`src/rtl/vdma_pkg.sv`:
```
package vdma_pkg;

  typedef enum logic [1:0] {
    B_FREE = 2'd0,
    B_FILL = 2'd1,
    B_FULL = 2'd2
  } bstate_e;

  // strobes from control to datapath; fields sized for the largest config
  typedef struct packed {
    logic        wrEn;
    logic        capFirst;
    logic        hdrWr;
    logic        endFlag;
    logic [7:0]  wrBuf;
    logic [15:0] wrOff;
    logic [15:0] hdrLen;
    logic [7:0]  rdBuf;
    logic [15:0] rdIdx;
  } vdma_ctl_t;

endpackage

```
`src/rtl/vdma_ctrl.sv`:
```
module vdma_ctrl
  import vdma_pkg::*;
#(
  parameter int DATA_W    = 16,
  parameter int NUM_BUF   = 8,
  parameter int BUF_WORDS = 32,
  parameter int DROP_W    = 16
) (
  input  logic              clk,
  input  logic              rstN,
  input  logic              pixValid,
  input  logic              pixFrameEnd,
  input  logic              rdReady,
  output vdma_ctl_t         ctl,
  output logic              rdValid,
  output logic              rdLast,
  output logic              overflow,
  output logic [DROP_W-1:0] dropCount
);
  localparam int HDR_WORDS = 128 / DATA_W;
  localparam int PAY_WORDS = BUF_WORDS - HDR_WORDS;
  localparam int BUF_W     = $clog2(NUM_BUF);
  localparam int PTR_W     = BUF_W - 1;
  localparam int OFF_W     = $clog2(BUF_WORDS + 1);

  bstate_e          bufState [NUM_BUF];
  logic [OFF_W-1:0] lenReg   [NUM_BUF];
  logic [PTR_W-1:0] chainPtr [2];
  logic             activeChain;
  logic [BUF_W-1:0] wrBuf, pendBuf, rdBuf;
  logic [OFF_W-1:0] wrCount, rdIdx, lastIdx;
  logic             accept, drop, closeBuf, pendValid, rdFire;

  // one write pointer per producer chain, each stepping through its own buffers
  for (genvar gc = 0; gc < 2; gc++) begin : g_chain
    logic [PTR_W-1:0] ptr;
    always_ff @(posedge clk or negedge rstN) begin
      if (!rstN) ptr <= '0;
      else if (closeBuf && activeChain == 1'(gc)) ptr <= ptr + PTR_W'(1);
    end
    assign chainPtr[gc] = ptr;
  end

  assign wrBuf    = {chainPtr[activeChain], activeChain};
  assign accept   = pixValid && (bufState[wrBuf] != B_FULL);
  assign drop     = pixValid && (bufState[wrBuf] == B_FULL);
  assign closeBuf = accept && (pixFrameEnd || wrCount == OFF_W'(PAY_WORDS - 1));

  assign rdValid = (bufState[rdBuf] == B_FULL);
  assign lastIdx = OFF_W'(HDR_WORDS - 1) + lenReg[rdBuf];
  assign rdLast  = rdValid && (rdIdx == lastIdx);
  assign rdFire  = rdValid && rdReady;

  always_ff @(posedge clk or negedge rstN) begin
    if (!rstN) begin
      activeChain <= 1'b0;
      wrCount     <= '0;
      pendValid   <= 1'b0;
      pendBuf     <= '0;
    end else begin
      pendValid <= closeBuf;
      pendBuf   <= wrBuf;
      if (closeBuf) begin
        wrCount     <= '0;
        activeChain <= ~activeChain;
      end else if (accept) begin
        wrCount <= wrCount + OFF_W'(1);
      end
    end
  end

  always_ff @(posedge clk or negedge rstN) begin
    if (!rstN) begin
      for (int i = 0; i < NUM_BUF; i++) lenReg[i] <= '0;
    end else if (closeBuf) begin
      lenReg[wrBuf] <= wrCount + OFF_W'(1);
    end
  end

  // ownership: commit after header write, release after last read, claim on first word
  always_ff @(posedge clk or negedge rstN) begin
    if (!rstN) begin
      for (int i = 0; i < NUM_BUF; i++) bufState[i] <= B_FREE;
    end else begin
      for (int i = 0; i < NUM_BUF; i++) begin
        if (pendValid && pendBuf == BUF_W'(i))                 bufState[i] <= B_FULL;
        else if (rdFire && rdLast && rdBuf == BUF_W'(i))       bufState[i] <= B_FREE;
        else if (accept && wrBuf == BUF_W'(i))                 bufState[i] <= B_FILL;
      end
    end
  end

  always_ff @(posedge clk or negedge rstN) begin
    if (!rstN) begin
      rdBuf <= '0;
      rdIdx <= '0;
    end else if (rdFire) begin
      if (rdLast) begin
        rdIdx <= '0;
        rdBuf <= rdBuf + BUF_W'(1);
      end else begin
        rdIdx <= rdIdx + OFF_W'(1);
      end
    end
  end

  always_ff @(posedge clk or negedge rstN) begin
    if (!rstN) begin
      overflow  <= 1'b0;
      dropCount <= '0;
    end else if (drop) begin
      overflow <= 1'b1;
      if (dropCount != '1) dropCount <= dropCount + DROP_W'(1);
    end
  end

  always_comb begin
    ctl          = '0;
    ctl.wrEn     = accept;
    ctl.capFirst = accept && (wrCount == '0);
    ctl.hdrWr    = closeBuf;
    ctl.endFlag  = pixFrameEnd;
    ctl.wrBuf    = 8'(wrBuf);
    ctl.wrOff    = 16'(wrCount);
    ctl.hdrLen   = 16'(wrCount) + 16'd1;
    ctl.rdBuf    = 8'(rdBuf);
    ctl.rdIdx    = 16'(rdIdx);
  end

  // a buffer is still owned by the writer while its header commit is pending
  p_hdr_before_commit_r5: assert property (@(posedge clk) disable iff (!rstN)
    pendValid |-> bufState[pendBuf] == B_FILL);

  // overflow never clears once set
  p_overflow_sticky_r3: assert property (@(posedge clk) disable iff (!rstN)
    overflow |=> overflow);

  // the drop counter moves only when the target buffer is held
  p_no_spurious_drop_r3: assert property (@(posedge clk) disable iff (!rstN)
    (pixValid && bufState[wrBuf] != B_FULL) |=> dropCount == $past(dropCount));

  // a buffer stays committed until its last word is taken
  p_release_on_last_r4: assert property (@(posedge clk) disable iff (!rstN)
    (rdFire && !rdLast) |=> bufState[$past(rdBuf)] == B_FULL);

  // each close hands writing to the other chain
  p_chain_alternates_r2: assert property (@(posedge clk) disable iff (!rstN)
    closeBuf |=> wrBuf[0] != $past(wrBuf[0]));

endmodule

```
`src/rtl/vdma_dpath.sv`:
```
module vdma_dpath
  import vdma_pkg::*;
#(
  parameter int DATA_W    = 16,
  parameter int NUM_BUF   = 8,
  parameter int BUF_WORDS = 32
) (
  input  logic              clk,
  input  logic              rstN,
  input  vdma_ctl_t         ctl,
  input  logic              pixValid,
  input  logic [DATA_W-1:0] pixData,
  input  logic              pixFrameStart,
  input  logic              pixLineStart,
  output logic [DATA_W-1:0] rdData
);
  localparam int HDR_WORDS = 128 / DATA_W;
  localparam int PAY_WORDS = BUF_WORDS - HDR_WORDS;
  localparam int MEM_WORDS = NUM_BUF * PAY_WORDS;
  localparam int ADDR_W    = $clog2(MEM_WORDS);
  localparam int BUF_W     = $clog2(NUM_BUF);
  localparam int HIDX_W    = $clog2(HDR_WORDS);

  logic [DATA_W-1:0] payMem [MEM_WORDS];
  logic [127:0]      hdrMem [NUM_BUF];
  logic [15:0]       posFrame, posLine, posPix, curFrame, curLine, curPix;
  logic [15:0]       firstFrame, firstLine, firstPix, effFrame, effLine, effPix;
  logic              sofSeen, effSof;
  logic [31:0]       seqNo;
  logic [127:0]      hdrWord;
  logic [ADDR_W-1:0] wrAddr, rdAddr;
  logic [BUF_W-1:0]  hdrBuf, rdBuf;
  logic [HIDX_W-1:0] hSel;

  // position of the word on the input this cycle
  always_comb begin
    curFrame = posFrame;
    curLine  = posLine;
    curPix   = posPix + 16'd1;
    if (pixFrameStart) begin
      curFrame = posFrame + 16'd1;
      curLine  = '0;
      curPix   = '0;
    end else if (pixLineStart) begin
      curLine = posLine + 16'd1;
      curPix  = '0;
    end
  end

  always_ff @(posedge clk or negedge rstN) begin
    if (!rstN) begin
      posFrame <= '1;
      posLine  <= '0;
      posPix   <= '1;
    end else if (pixValid) begin
      posFrame <= curFrame;
      posLine  <= curLine;
      posPix   <= curPix;
    end
  end

  // first-word capture, bypassed when the first word also closes the buffer
  assign effFrame = ctl.capFirst ? curFrame : firstFrame;
  assign effLine  = ctl.capFirst ? curLine  : firstLine;
  assign effPix   = ctl.capFirst ? curPix   : firstPix;
  assign effSof   = (ctl.capFirst ? 1'b0 : sofSeen) | (ctl.wrEn & pixFrameStart);

  always_ff @(posedge clk or negedge rstN) begin
    if (!rstN) begin
      firstFrame <= '0;
      firstLine  <= '0;
      firstPix   <= '0;
      sofSeen    <= 1'b0;
      seqNo      <= '0;
    end else begin
      if (ctl.wrEn) begin
        firstFrame <= effFrame;
        firstLine  <= effLine;
        firstPix   <= effPix;
        sofSeen    <= effSof;
      end
      if (ctl.hdrWr) seqNo <= seqNo + 32'd1;
    end
  end

  always_comb begin
    hdrWord         = '0;
    hdrWord[31:0]   = seqNo;
    hdrWord[47:32]  = effFrame;
    hdrWord[63:48]  = effLine;
    hdrWord[79:64]  = effPix;
    hdrWord[95:80]  = ctl.hdrLen;
    hdrWord[96]     = effSof;
    hdrWord[97]     = ctl.endFlag;
  end

  assign hdrBuf = BUF_W'(ctl.wrBuf);
  assign wrAddr = ADDR_W'(int'(ctl.wrBuf) * PAY_WORDS + int'(ctl.wrOff));

  always_ff @(posedge clk) begin
    if (ctl.wrEn) payMem[wrAddr] <= pixData;
    if (ctl.hdrWr) hdrMem[hdrBuf] <= hdrWord;
  end

  // read mux: header words from the side file, payload from the pool
  assign rdBuf  = BUF_W'(ctl.rdBuf);
  assign hSel   = HIDX_W'(ctl.rdIdx);
  assign rdAddr = ADDR_W'(int'(ctl.rdBuf) * PAY_WORDS + int'(ctl.rdIdx) - HDR_WORDS);

  always_comb begin
    if (int'(ctl.rdIdx) < HDR_WORDS) rdData = hdrMem[rdBuf][hSel*DATA_W +: DATA_W];
    else                             rdData = payMem[rdAddr];
  end

endmodule

```
`src/rtl/vdma_pingpong.sv`:
```
module vdma_pingpong
  import vdma_pkg::*;
#(
  parameter int DATA_W    = 16,
  parameter int NUM_BUF   = 8,
  parameter int BUF_WORDS = 32,
  parameter int DROP_W    = 16
) (
  input  logic              clk,
  input  logic              rstN,
  input  logic              pixValid,
  input  logic [DATA_W-1:0] pixData,
  input  logic              pixFrameStart,
  input  logic              pixLineStart,
  input  logic              pixFrameEnd,
  output logic              rdValid,
  input  logic              rdReady,
  output logic [DATA_W-1:0] rdData,
  output logic              rdLast,
  output logic              overflow,
  output logic [DROP_W-1:0] dropCount
);
  vdma_ctl_t ctl;

  vdma_ctrl #(.DATA_W(DATA_W), .NUM_BUF(NUM_BUF), .BUF_WORDS(BUF_WORDS), .DROP_W(DROP_W)) ctrl_i (
    .clk(clk), .rstN(rstN), .pixValid(pixValid), .pixFrameEnd(pixFrameEnd),
    .rdReady(rdReady), .ctl(ctl), .rdValid(rdValid), .rdLast(rdLast),
    .overflow(overflow), .dropCount(dropCount)
  );

  vdma_dpath #(.DATA_W(DATA_W), .NUM_BUF(NUM_BUF), .BUF_WORDS(BUF_WORDS)) dpath_i (
    .clk(clk), .rstN(rstN), .ctl(ctl), .pixValid(pixValid), .pixData(pixData),
    .pixFrameStart(pixFrameStart), .pixLineStart(pixLineStart), .rdData(rdData)
  );

  // a stalled read word holds still
  p_hold_stable_r10: assert property (@(posedge clk) disable iff (!rstN)
    (rdValid && !rdReady) |=> (rdValid && $stable(rdData)));

endmodule

```
`config.mk`:
```
export PLATFORM = sky130hd
export DESIGN_NAME = vdma_pingpong
export DESIGN_NICKNAME = d
export VERILOG_FILES = /design/src/rtl/vdma_pkg.sv /design/src/rtl/vdma_ctrl.sv /design/src/rtl/vdma_dpath.sv /design/src/rtl/vdma_pingpong.sv
export SDC_FILE = /design/constraint.sdc
export NUM_CORES = 2
export LEC_CHECK = 0
export ABC_CLOCK_PERIOD_IN_PS = 7600
export BUFFER_PORTS_ARGS = -buffer_cell sky130_fd_sc_hd__clkbuf_2
export CAP_MARGIN = 20
export CELL_PAD_IN_SITES_DETAIL_PLACEMENT = 2
export CELL_PAD_IN_SITES_GLOBAL_PLACEMENT = 2
export CORE_MARGIN = 5
export CORE_UTILIZATION = 45
export CTS_CLUSTER_SIZE = 10
export DETAILED_ROUTE_END_ITERATION = 16
export GPL_ROUTABILITY_DRIVEN = 0
export PLACE_DENSITY = 0.78
export SLEW_MARGIN = 20
export SYNTH_ARGS = -nofsm -noshare
export SYNTH_HDL_FRONTEND = slang
export SYNTH_SLANG_ARGS = --single-unit
export TNS_END_PERCENT = 50
```
`constraint.sdc`:
```
create_clock -name clk -period 7.6 [get_ports clk]
set_input_delay 0.38 -clock clk [delete_from_list [all_inputs] [get_ports clk]]
set_output_delay 0.38 -clock clk [all_outputs]
set_load 0.03 [all_outputs]
```
# Word level (Yosys, flattened, before mapping)
# Memories as Yosys holds them, arrays and structs flattened.
# Index checks and enable logic that the tools add are counted.
totals:
  register_bits: 234
  ramBits: 3784
  inputBits: 23
  output_inout_bits: 35
  elab_cells: 198
  mem_count: 2
classes:
  addsub: 15
  multipliers: 2
  magnitude_cmp: 5
  n_eq_ne: 27
  shift: 1
  n_mux: 56
  bitwise_logic: 6
  n_reduce_logical: 50
mem_list:
  columns: ["name", "depth", "word_bits", "rd", "rd_clocked_by_memory_dff", "wr", "line_no", "rtl"]
  rows:
  - ["dpath_i.payMem", 192, 16, 1, 0, 1, "vdma_dpath.sv:24", "logic [DATA_W-1:0] payMem [MEM_WORDS];"]
  - ["dpath_i.hdrMem", 8, 89, 1, 0, 1, "vdma_dpath.sv:25", "logic [127:0] hdrMem [NUM_BUF];"]
ops:
  columns: ["operator", "count"]
  rows:
  - ["2-to-1 mux 16 bit", 9]
  - ["variable part select 128 x 8 -> 16 bit", 1]
  - ["adder 16 x 1 -> 16 bit, second input constant", 4]
  - ["2-to-1 mux 2 bit", 31]
  - ["bitwise mux 48 bit", 1]
  - ["equality test 3 bit, second input constant", 12]
  - ["2-to-1 mux 6 bit", 6]
  - ["logical AND 1 bit", 34]
  - ["adder 32 x 1 -> 32 bit, second input constant", 1]
  - ["nonzero test 3 bit", 8]
  - ["binary-select mux 6 bit (select 3 bit)", 1]
  - ["demux 6 bit (select 3 bit)", 1]
  - ["equality test 3 x 2 -> 1 bit, second input constant", 6]
  - ["adder 8 x 7 -> 8 bit", 2]
  - ["inequality test 16 bit, second input constant", 1]
  - ["adder 6 x 1 -> 6 bit, second input constant", 2]
  - ["binary-select mux 2 bit (select 3 bit)", 2]
  - ["multiplier 3 x 2 -> 5 bit, second input constant", 2]
  - ["equality test 3 x 1 -> 1 bit, second input constant", 3]
  - ["logical NOT 3 bit", 3]
  - [">= comparator 4 bit, second input constant", 2]
  - ["inverter 3 -> 4 bit", 2]
  - ["subtractor 8 x 5 -> 8 bit, second input constant", 1]
  - ["adder 6 x 1 -> 7 bit, second input constant", 1]
  - ["19 further kinds", 26]

# Longest topological paths before layout
logic_depth:
  depth_word: 14
  mapped_depth: 19
  mapped_depth_nobuf: 15

# Modules after synthesis
# From an unflattened synthesis, not the netlist that was laid out.
unflattened:
  hier_cells: 7566
  area_unflattened_um2: 160875.5
modules_own_cells:
  columns: ["module", "n_inst", "cells_each", "area_per_inst_um2", "seq_area_each_um2"]
  rows:
  - ["vdma_dpath", 1, 7025, 154979.9, 119059.2]
  - ["vdma_ctrl", 1, 541, 5895.7, 2627.5]

# Worst setup path after synthesis
# Ideal clock, no wire load.
synth_timing:
  path_type: "reg2out"
  startpoint: "reg ctrl_i.rdBuf[1]"
  endpoint: "out rdData[8]"
  t_arrival_ns: 4.443
  t_required_ns: 7.220
  path_slack_ns: 2.777
  stages_incl_launch_ff: 19
  path_buffers: 4
  cell_sequence: "dfrtp_1 > buf_2 > inv_1 > ha_1 > inv_1 > ha_1 > inv_1 > ha_1 > inv_1 > fa_1 > clkbuf_1 > clkbuf_1 > clkbuf_1 > nand2_1 > a21oi_1 > a21oi_1 > o21ai_0 > a211oi_1 > o41ai_1"
synth_via:
  elab_chain_len: 5
  word_cells_on_any_way: 7
  cone_classes: "add/sub: 2; mul: 1; shift: 1; mux: 1; memory: 2"
synth_rtl:
  columns: ["element", "line_no", "rtl"]
  rows:
  - ["start, declared", "vdma_ctrl.sv:30", "logic [BUF_W-1:0] wrBuf, pendBuf, rdBuf;"]
  - ["start signal, assigned", "vdma_ctrl.sv:100", "rdBuf <= rdBuf + BUF_W'(1);"]
  - ["multiplier 3 x 2 -> 5 bit", "vdma_dpath.sv:108", "assign rdAddr = ADDR_W'(int'(ctl.rdBuf) * PAY_WORDS + int'(ctl.rdIdx) - HDR_WORDS);"]
  - ["adder 8 x 7 -> 8 bit", "vdma_dpath.sv:108", null]
  - ["subtractor 8 x 5 -> 8 bit", "vdma_dpath.sv:108", null]
  - ["memory read (192 x 16 bit)", null, null]
  - ["2-to-1 mux 16 bit (*)", "vdma_dpath.sv:111", "if (int'(ctl.rdIdx) < HDR_WORDS) rdData = hdrMem[rdBuf][hSel*DATA_W +: DATA_W];"]
  - ["end, declared", "vdma_pingpong.sv:18", "output logic [DATA_W-1:0] rdData,"]
# Every way passes the cells marked *; elsewhere a longest branch is shown, timed or not.

# Final worst setup path
layout_timing:
  startpoint: "reg ctrl_i.rdBuf[1]"
  endpoint: "out rdData[6]"
# The elaborated chain is that of the path after synthesis.

==> results.md <==
- Status: finished with violations
- Failing checks: negative setup slack
- Slew @ Worst Pin: 1.35 ns
- Setup Viol. Count Final: 8
- Clock Path Buffers: 4
- CTS root buffer: clkbuf_16
- Num CTS Buffers: 447
- Vias per inst: 7.28
- Synth area leaders: edfxtp_1 72%, mux4_2 13%, dfrtp_1 3.2%
- Finished Cell Area: 179000 um2
- Die ar.: 364000 um2
- Share of the synthesized area in the top cell type: 71.8%
- Startpoint types: flop
- Sink Count: 4018
- Layout area overhead: 13.0%
- R2R Setup Slk: 1.24 ns
- Synth top cells by count: 3784 x edfxtp_1, 882 x mux4_2, 393 x mux2i_1, 306 x nor2_1, 282 x nand2_1
- Vias in the first global route: 96600
- Worst setup EP type: primary output
- Synthesis Warnings: 0
- Via count: 94800
- Tcrit/Tclk final: 102%
- Fmax achieved: 0.129 GHz
- RSZ-0062 raised after global routing: true
- Worst Skew: 0.122 ns
- Pleak: 57.2 nW
- Drt pass-1 iters: 8
- Placed Area: 165000 um2
- Hold WC Path Type: in -> reg
- Flops & latches, synth: 4018
- Netlist cell types: 81
- Initial DRC count: 17200
- GR Util All Layers: 36.7%
- DRT Wirelength: 676000 um
- Leading cell type by number of instances after synthesis: edfxtp_1
- Max-cap viol count: 0
- # H-tree levels: 5
- Pin count of the biggest net entering global routing: 160
- M1 GR Usage: 43.9%
- Area of the core: 350000 um2
- Cell Pwr Density: 389 nW/um2
- Final #Nets: 8230
- Die span in x: 603 um
- Worst-Skew Late Latency: 1.07 ns
- CP Data Arrival Time: 7.39 ns
- Dpl hpwl: 386000 um
- CP Class: reg -> out
- Final Core Density: 51.1%
- Share of layout cells above drive strength 1: 24.6%
- GR Layer Usage met2: 58.2%
- Min Tclk post-route: 7.77 ns
- Worst VDD drop: 0.462 mV
- Final setup TNS: -0.570 ns
- Placed Cells: 12300
- Synthesized cell area: 158000 um2
- Routed wire per std cell: 51.9 um
- Avg Cell Area, Syn: 20.4 um2
- Rows: 217
- Data required time of the critical path: 7.22 ns
- Worst-path clk slew: 0.07 ns
- Antenna Nets Post-Route: 0
- Share of the yosys chip area belonging to registers: 75.5%
- Gr busiest metal: met2
- Yosys top cell by area: edfxtp_1
- GRT met3 Usage: 11.8%
- Crit path max fanout: 13
- Chip height: 603 um
- First-pass GRT wire length: 914000 um
- Initial antenna violation count: 108
- Final hold viol count: 0
- Place WS: 0.401 ns
- Post-synth EDFFs: 3784
- Slew Limit Headroom: 9.67%
- Port buffer count: 57
- Non-Filler Instances: 13000
- Ys flop type: edfxtp_1
- Drt drc: 0
- Grt total ovfl: 0
- Final WS setup: -0.173 ns
- Initial Util: 45.2%
- Final slew viol count: 0
- Syn Inst Count: 7757
- FILL cells: 30000
- Post-synth ARST share: 5.82%
- Post-Syn Nets: 7817
- Clock tree from TritonCTS: yes
- Top Ports: 58
## kinds of logic after synthesis
family	synth area share [%]
adders and majority gates	0.312
buffers and inverters	1.63
DFF	75.5
muxes	15.7
xor gates and xnor gates	0.745
and+or+nand+nor	2.68
AOI/OAI and AO/OA	3.41
## cell type report
cell class / count / area (um2) / share of cell area [%]
antenna: 55 / 138 / 0.0770
timing repair buffer: 415 / 3710 / 2.08
sequential: 4018 / 120000 / 66.9
clock inverter: 26 / 415 / 0.232
multi-input combinational: 3244 / 37000 / 20.7
clock buffer: 612 / 12000 / 6.73
inverter: 44 / 189 / 0.106
tap: 4599 / 5750 / 3.22
## report_power, final
| part | leakage [nW] | internal (mW) | total [mW] | switching [mW] |
|---|---|---|---|---|
| clock network | 6.00 | 10.9 | 20.7 | 9.76 |
| registers | 37.2 | 25.2 | 26.0 | 0.768 |
| logic | 14.0 | 6.61 | 22.9 | 16.3 |
## worst max-delay path, cell delays in order, from the launching register on
cell and delay [ns]:
dfrtp_4 0.53, inv_1 0.33, ha_1 0.34, inv_1 0.16, ha_1 0.27, inv_1 0.17
ha_4 0.18, inv_1 0.08, fa_4 1.13, clkinv_1 0.30, buf_4 0.33, a31oi_1 0.19
nand3_1 0.42, o211ai_1 0.40, and4_1 0.77, o22ai_1 0.42, clkbuf_2 0.29
## layout by cell type (no fill, tap or decap), types with 45 or more instances in the layout
cell and count:
o31ai_1 51, nor2_4 56, nor2_1 214, mux2i_1 391
dfrtp_1 197, nor3_1 45, xnor2_1 80, clkbuf_16 456
xor2_1 49, edfxtp_1 3784, nand3_1 104, diode_2 55
a21oi_1 120, nand2_1 275, mux4_2 882, buf_4 288
o21ai_0 154, a22oi_1 90, a221oi_1 114, clkbuf_1 152
mux2_2 87
## sequential cells by signal (all words and copies together) (netlist names), 6 cells and up
signal / count
dpath_i.firstFrame: 16
ctrl_i.dropCount: 16
dpath_i.seqNo: 32
ctrl_i.bufState: 16
dpath_i.payMem: 3072
dpath_i.posLine: 16
dpath_i.firstLine: 16
ctrl_i.rdIdx: 6
ctrl_i.wrCount: 6
dpath_i.posFrame: 16
dpath_i.hdrMem: 712
dpath_i.firstPix: 16
ctrl_i.lenReg: 48
dpath_i.posPix: 16
## stage by stage
| stage | power [mW] | hold WS [ns] |
|---|---|---|
| 5_1_grt | 70.1 | 0.259 |
| 2_1_floorplan | 36.8 | 0.0844 |
| 6_report | 69.5 | 0.224 |
| 3_3_place_gp | 45.4 | 0.395 |
| 3_5_place_dp | 46.8 | 0.399 |
| 4_1_cts | 67.8 | 0.0449 |
## per-layer routing
metal  share of wire, %  vias to the layer above
li1                   -                    32800
met1                 33                    50100
met2                 47                     9197
met3                 12                     2576
met4                7.8                       86
met5               0.14                        -
## repair_timing
item / 4_1_cts / 5_1_grt
gates resized for setup: 14 / 4
endpoints found under the hold margin: 363 / 157
setup buffers: 1 / 1
endpoints found under the setup margin: 15 / 8
pin swaps: 1 / 0
hold buffers: 15 / 4
## path summary, 6_finish.rpt
check	from	end	depth (start not counted)
worst max-delay path	ctrl_i.rdBuf[1]	rdData[6]	16
worst min-delay path	pixData[4]	dpath_i.payMem[66][4]	1
worst max register to register	ctrl_i.activeChain	dpath_i.payMem[146][4]	12
worst min register to register	dpath_i.firstLine[2]	dpath_i.firstLine[2]	2
max in group asynchronous	rstN	dpath_i.firstFrame[0]	4
min in group asynchronous	rstN	dpath_i.firstLine[4]	3
(Power assumes the default switching activity.)
